===== src/rtl/pwm_cmp_pkg.sv =====
package pwm_cmp_pkg;
  typedef enum logic [2:0] {
    MODE_FRZ  = 3'b000,
    MODE_PWMA = 3'b001,
    MODE_PWMB = 3'b010,
    MODE_FLO  = 3'b011,
    MODE_FHI  = 3'b100
  } chmode_e;

  // Frozen and both PWM modes accept the external clear.
  function automatic logic mode_clearable(input logic [2:0] m);
    return (m == MODE_FRZ) || (m == MODE_PWMA) || (m == MODE_PWMB);
  endfunction
endpackage


===== src/rtl/cmp_shadow.sv =====
module cmp_shadow #(
  parameter int CNT_W = 16
) (
  input  logic             clk,
  input  logic             rst,
  input  logic             ovf,
  input  logic [CNT_W-1:0] cmp_in,
  output logic [CNT_W-1:0] cmp_act,
  output logic [CNT_W-1:0] cmp_eff
);
  always_ff @(posedge clk) begin
    if (rst)      cmp_act <= '0;
    else if (ovf) cmp_act <= cmp_in;
  end

  // The overflow cycle already compares against the newly loaded value.
  always_comb cmp_eff = ovf ? cmp_in : cmp_act;
endmodule


===== src/rtl/ref_level_sel.sv =====
module ref_level_sel
  import pwm_cmp_pkg::*;
#(
  parameter int CNT_W = 16
) (
  input  logic [2:0]       mode,
  input  logic [CNT_W-1:0] cnt,
  input  logic [CNT_W-1:0] cmp_eff,
  input  logic             ref_now,
  output logic             raw_next,
  output logic             clearable
);
  logic below;

  always_comb begin
    below     = (cnt < cmp_eff);
    clearable = mode_clearable(mode);
    case (chmode_e'(mode))
      MODE_PWMA: raw_next = below;
      MODE_PWMB: raw_next = ~below;
      MODE_FLO:  raw_next = 1'b0;
      MODE_FHI:  raw_next = 1'b1;
      default:   raw_next = ref_now;
    endcase
  end
endmodule


===== src/rtl/clr_hold.sv =====
module clr_hold (
  input  logic clk,
  input  logic rst,
  input  logic ovf,
  input  logic clr_req,
  output logic held
);
  always_ff @(posedge clk) begin
    if (rst)          held <= 1'b0;
    else if (clr_req) held <= 1'b1;
    else if (ovf)     held <= 1'b0;
  end
endmodule


===== src/rtl/pwm_cmp_chan.sv =====
module pwm_cmp_chan #(
  parameter int CNT_W = 16
) (
  input  logic             clk,
  input  logic             rst,
  input  logic [CNT_W-1:0] cnt_i,
  input  logic             ovf_i,
  input  logic [CNT_W-1:0] cmp_i,
  input  logic [2:0]       mode_i,
  input  logic             clr_en_i,
  input  logic             ext_clr_i,
  output logic             ref_o
);
  logic [CNT_W-1:0] cmp_act;
  logic [CNT_W-1:0] cmp_eff;
  logic             raw_next;
  logic             clearable;
  logic             clr_req;
  logic             held;
  logic             ref_q;

  cmp_shadow #(.CNT_W(CNT_W)) u_shadow (
    .clk(clk), .rst(rst), .ovf(ovf_i), .cmp_in(cmp_i),
    .cmp_act(cmp_act), .cmp_eff(cmp_eff)
  );

  ref_level_sel #(.CNT_W(CNT_W)) u_sel (
    .mode(mode_i), .cnt(cnt_i), .cmp_eff(cmp_eff), .ref_now(ref_q),
    .raw_next(raw_next), .clearable(clearable)
  );

  always_comb clr_req = clr_en_i & ext_clr_i & clearable;

  clr_hold u_hold (
    .clk(clk), .rst(rst), .ovf(ovf_i), .clr_req(clr_req), .held(held)
  );

  always_ff @(posedge clk) begin
    if (rst)                                     ref_q <= 1'b0;
    else if (clearable && (clr_req || (held && !ovf_i))) ref_q <= 1'b0;
    else                                         ref_q <= raw_next;
  end

  assign ref_o = ref_q;
endmodule


===== config.mk =====
export PLATFORM = sky130hd
export DESIGN_NAME = pwm_cmp_chan
export DESIGN_NICKNAME = d
export VERILOG_FILES = /design/src/rtl/pwm_cmp_pkg.sv /design/src/rtl/cmp_shadow.sv /design/src/rtl/ref_level_sel.sv /design/src/rtl/clr_hold.sv /design/src/rtl/pwm_cmp_chan.sv
export SDC_FILE = /design/constraint.sdc
export NUM_CORES = 1
export LEC_CHECK = 0
export BUFFER_PORTS_ARGS = -buffer_cell sky130_fd_sc_hd__buf_2
export CAP_MARGIN = 15
export CORE_ASPECT_RATIO = 0.9
export CORE_MARGIN = 2
export CORE_UTILIZATION = 51
export CTS_CLUSTER_SIZE = 25
export DETAILED_ROUTE_END_ITERATION = 10
export PLACE_DENSITY = 0.83
export SLEW_MARGIN = 20
export SYNTH_ARGS = -nofsm -noshare
export SYNTH_HDL_FRONTEND = slang
export SYNTH_SLANG_ARGS = --single-unit

===== constraint.sdc =====
create_clock -name clk -period 3.3 [get_ports clk]
set_clock_uncertainty 0.15 [all_clocks]
set_input_delay 0.165 -clock clk [delete_from_list [all_inputs] [get_ports clk]]
set_output_delay 0.165 -clock clk [all_outputs]
set_load 0.02 [all_outputs]

### Word level (Yosys, flattened, before mapping)

Cells that the tools add are included.
Widths: inputs -> output; s select.

* bitwise operators: 3
* multiplexer cells: 4
* equal/unequal tests: 4
* $lt $le $gt $ge: 1
* reductions and logical operators: 10

Operator list (count)
* $lt 16x16->1: 1
* $mux 16: 1
* $eq 3x2->1 const B: 2
* $pmux 1 s4: 1
* $reduce_bool 4->1: 1
* $eq 3x1->1 const B: 1
* $eq 3x3->1 const B: 1
* $logic_not 3->1: 1
* $logic_or 1x1->1: 3
* $and 1x1->1: 2
* $logic_and 1x1->1: 2
* $mux 1: 2
* $reduce_bool 2->1: 1
* $reduce_or 2->1: 1
* $logic_not 1->1: 1
* $not 1->1: 1

* register bits: 18
* output and inout port bits: 1
* word-level logic and storage cells: 25
* input port bits: 40

### Logic depth before layout (Yosys ltp)

* depth after elaboration: 7
* gate-level depth with buffers: 9
* gate-level depth less buffers: 7

### Cells and area by module

A second synthesis with hierarchy kept.

* cell total of the unflattened synthesis: 120
* area, all modules: 1238.7 µm²

Modules (own cells, without submodules)
* cmp_shadow: area an instance 704.4 µm², cells an instance 51, times used 1, seq. area each 320.3 µm²
* ref_level_sel: area an instance 439.2 µm², cells an instance 61, times used 1, seq. area each 0.0 µm²
* pwm_cmp_chan: area an instance 56.3 µm², cells an instance 4, times used 1, seq. area each 20.0 µm²
* clr_hold: area an instance 38.8 µm², cells an instance 4, times used 1, seq. area each 20.0 µm²

### Worst setup path before layout

OpenSTA, ideal clock, no wires.

* kind: input port to flip-flop
* from: input port ovf_i
* to: register ref_q (netlist: ref_o)
* data required time: 3.078 ns
* data arrival time: 1.705 ns
* library setup time: 0.072 ns
* stages on the path: 9
* setup slack: 1.374 ns
* buffers on the path: 2
* cells stage by stage: buf_6 buf_2 mux2i_1 ha_1 nand4_1 nor4_1 o21ai_1 nand4_1 mux2i_1

* word-level cells in the longest chain between the ends: 5
* elaborated cells on any way between the ends: 9
* those cells by class: 1 x order compare; 2 x mux; 1 x bitwise; 5 x reduce/logical

Ends and longest elaborated chain
* from (decl): RTL line pwm_cmp_chan.sv:7 `input logic ovf_i,`
* branches (longest 5 deep; another with $lt 16x16->1)
* to (signal assigned): RTL line pwm_cmp_chan.sv:41 `else ref_q <= raw_next;`
* to (decl): RTL line pwm_cmp_chan.sv:20 `logic ref_q;`

Parallel ways; which one is timed is not known.
A chain may end at the register's enable or synchronous reset.

### Final worst setup path

* from: input port cmp_i[11]
* to: register ref_q (netlist: ref_o)

* word-level cells in the longest chain between the ends: 4

Ends and longest elaborated chain
* from (decl): RTL line pwm_cmp_chan.sv:8 `input logic [CNT_W-1:0] cmp_i,`
* $mux 16 *: RTL line cmp_shadow.sv:17 `always_comb cmp_eff = ovf ? cmp_in : cmp_act;`
* $lt 16x16->1 *: RTL line ref_level_sel.sv:16 `below = (cnt < cmp_eff);`
* $not 1->1: RTL line ref_level_sel.sv:20 `MODE_PWMB: raw_next = ~below;`
* $pmux 1 s4 *: RTL line ref_level_sel.sv:18 `case (chmode_e'(mode))`

Every way passes the cells marked *; elsewhere a longest branch is shown, timed or not.

==> key figures <==
Status
  • Outcome: finished with violations
  • Failing checks: hold timing

Floorplanning
  • Die area: around 2400 µm²
  • Die Span Y: 47.0 µm
  • Die span in x: approximately 52 µm
  • # IOs: between 40 and 50
  • Core Rows: 15
  • Core Region: 1930 µm²
  • Initial Util: 0.543

STA
  • F_max: roughly 500 MHz
  • Post-Route Setup TNS: 0 ns
  • Final Hold Slack: -0.00594 ns
  • Relative slew slack: 0.673
  • Final hold violations: 1
  • Final period util: 0.605
  • Measured slew at the worst slew-check pin: 0.490 ns
  • Final worst setup slack: about 1.3 ns
  • # setup viols final: 0
  • Tmin final: about 2.0 ns
  • Final Slew Violations: 0
  • RSZ-0062 raised after global routing: false

Critical path
  • Critical-path maximum fanout: 3
  • Reg2reg end: ref_o
  • Worst reg2reg setup slack: about 1.5 ns
  • Startpoint Class: input port
  • Req. time, crit path: about 3.4 ns
  • Worst r2r path cells: 7
  • Reg2Reg Launch Point: u_shadow.cmp_act[14]
  • Crit path capture type: flop
  • CP Data Arrival Time: approximately 2.1 ns
  • Setup CP Type: input port to flop

Global route
  • Vias in the first global route: between 900 and 1000
  • GRT Residual Overflow: 0
  • GRT Overall Usage: 0.203
  • Initial antenna violation count: 0
  • First-pass GRT wire length: around 3.6 mm
  • Largest net degree at the start of global routing: 18

Clock network
  • Post-CTS Setup Bufs: 0
  • CTS H-tree lvls: 1
  • Cts repair resizes: 0
  • Worst-skew pair later-pin latency: around 0.29 ns
  • Clk slew on worst S/H paths: between 0.1 and 0.15 ns
  • CTS Buf Count: 3
  • Clock sink count: 18
  • TritonCTS clock tree: yes
  • Clock Root Buffer: clkbuf_4
  • Worst-case clock buffer depth: 2

Routing
  • Avg Vias per Cell: ~5
  • DRC violations left: 0
  • First-pass detailed-route iteration total: 4
  • DR WL met3: 126 µm
  • M1 WL: 1.01 mm
  • Drt wl/cell: between 10 and 15 µm
  • Met2 wire length: approximately 1.1 mm
  • Top Layer Used: met4
  • DR iter-0 viols: 15
  • DRT Wirelength: approximately 2.3 mm
  • ANT nets after route: 0
  • Vias: approximately 950

Logic synthesis
  • Cells after Synth: ~120
  • Yosys reg bits: 18
  • Part of the Yosys area used for sequential elements: 0.343
  • Syn Std Cell Area: 1050 µm²
  • Synth top area cells: dfxtp_1 34%, ha_1 18%, mux2i_1 15%, nor2_1 6.8%, a21oi_1 3.3%
  • Mean area per synthesized cell: around 9 µm²
  • Synth cell types: 22
  • Share of the synthesized area in the top cell type: 0.343
  • Dominant cell type by area after synthesis: dfxtp_1
  • Synth Warn #: 0
  • Synthesized Nets: approximately 170

Run
  • Max cap viols: 0

Power
  • Leak Pwr: approximately 0.70 nW
  • Total power: 499 µW
  • Sw Share: 0.273
  • Clock share of power: 0.274
  • Sequential power share: 0.470
  • Internal cell power: between 300 and 400 µW
  • Pwr dens: about 360 nW/µm²
  • Maximum vdd ir drop: roughly 0.24 mV
  • Psw: between 100 and 150 µW
  • Logic pwr share: 0.256

Placement
  • Pre-CTS setup slack: between 1 and 1.5 ns
  • Placed Area: 1260 µm²
  • Port buffer count: 40
  • Dpl hpwl: 1.74 mm
  • Gpl congestion: between 0.7 and 0.8

Cells and area
  • Commonest non-fill, non-tap cell in the layout: buf_2
  • Area growth, synth to finish: 32.8%
  • Share of cells above drive strength 1: 0.275
  • Final core utilization: 0.721
  • Post-route design area: approximately 1400 µm²
  • Antenna cells: 0
  • Most frequent cells in the layout: 40 x buf_2, 19 x nor2_1, 18 x dfxtp_1, 16 x mux2i_1, 15 x ha_1
  • Fin nets: 223

Worst hold path
  • Tightest Hold Check Type: input port to flop
  • Hold_sp: cmp_i[8]
  • Sink of the worst hold path: u_shadow.cmp_act[8]
  • Hold Path Cell Cnt: 3
## power by group through the flow
| stage | Sequential [mW] | Clock, mW | Combinational, mW |
|---|---|---|---|
| final | 0.234 | 0.137 | 0.127 |
| after global routing | 0.236 | 0.151 | 0.145 |
| after CTS | 0.234 | 0.140 | 0.129 |
| after detailed placement | 0.240 | 0 | 0.119 |
| after global placement | 0.239 | 0 | 0.114 |
| after floorplan | 0.240 | 0 | 0.0762 |
## flip-flops by register name, indices dropped and copies added, names as in the netlist
| signal | count |
|---|---|
| u_shadow.cmp_act | 16 |
| ref_o | 1 |
| u_hold.held | 1 |
## critical path: stages
cell,delay (ns)
dlygate4sd3_1,0.52
buf_2,0.10
mux2i_1,0.08
ha_1,0.35
nand4_1,0.14
nor4_1,0.32
o21ai_1,0.11
nand4_1,0.12
mux2i_1,0.17
## through the flow
step	std cells	hold WS (ns)
2_1_floorplan	117	0.188
3_3_place_gp	178	0.285
3_5_place_dp	178	0.291
4_1_cts	192	0.00517
5_1_grt	192	0.00703
6_report	192	-0.00594
## per-layer routing
layer,vias up,GRT usage
met4,0,0.0474
met3,2,0.0414
met5,-,0
met1,403,0.239
met2,27,0.385
li1,515,-
## cell families after synthesis
logic type / Yosys count / synth area share
AO/OA/AOI/OAI: 19 / 0.101
flip-flops: 18 / 0.343
buffers and inverters: 8 / 0.0369
adder cells (fa/ha/maj): 15 / 0.179
multiplexers: 17 / 0.167
AND/OR/NAND/NOR: 40 / 0.173
## repair_timing
item                                   CTS  global route
setup endpoints to repair                0             0
endpoints found under the hold margin   10             0
hold buffers                            10             0
## area by class of cell
type / count / area (µm²)
repair buffers: 50 / 300
well taps: 25 / 31.3
fillers: 151 / 539
multi-input cells: 91 / 651
flip-flops and latches: 18 / 360
inverters: 4 / 15.0
clock buffers: 4 / 36.3
## synth_stat cells (all sizes together)
| master | number |
|---|---|
| buf | 2 |
| nand4 | 3 |
| o21ai | 5 |
| mux2i | 16 |
| and2 | 1 |
| nor2 | 19 |
| nand2b | 2 |
| nor4 | 1 |
| nand3 | 3 |
| a31oi | 4 |
| nand2 | 7 |
| nor2b | 4 |
| dfxtp | 18 |
| clkbuf | 2 |
| o22ai | 2 |
| mux2 | 1 |
| inv | 4 |
| ha | 15 |
| a21oi | 8 |
## worst max-delay path by stage
stage / from / to / slack [ns] / cells after the start
floorplan: ovf_i / ref_o / 1.37 / 9
global placement: ovf_i / ref_o / 1.24 / 8
detailed placement: ovf_i / ref_o / 1.08 / 8
CTS: cmp_i[11] / ref_o / 1.31 / 9
global route: cmp_i[11] / ref_o / 1.16 / 9
finish: cmp_i[11] / ref_o / 1.30 / 9
Note: power is estimated with default switching activity, not from simulation.
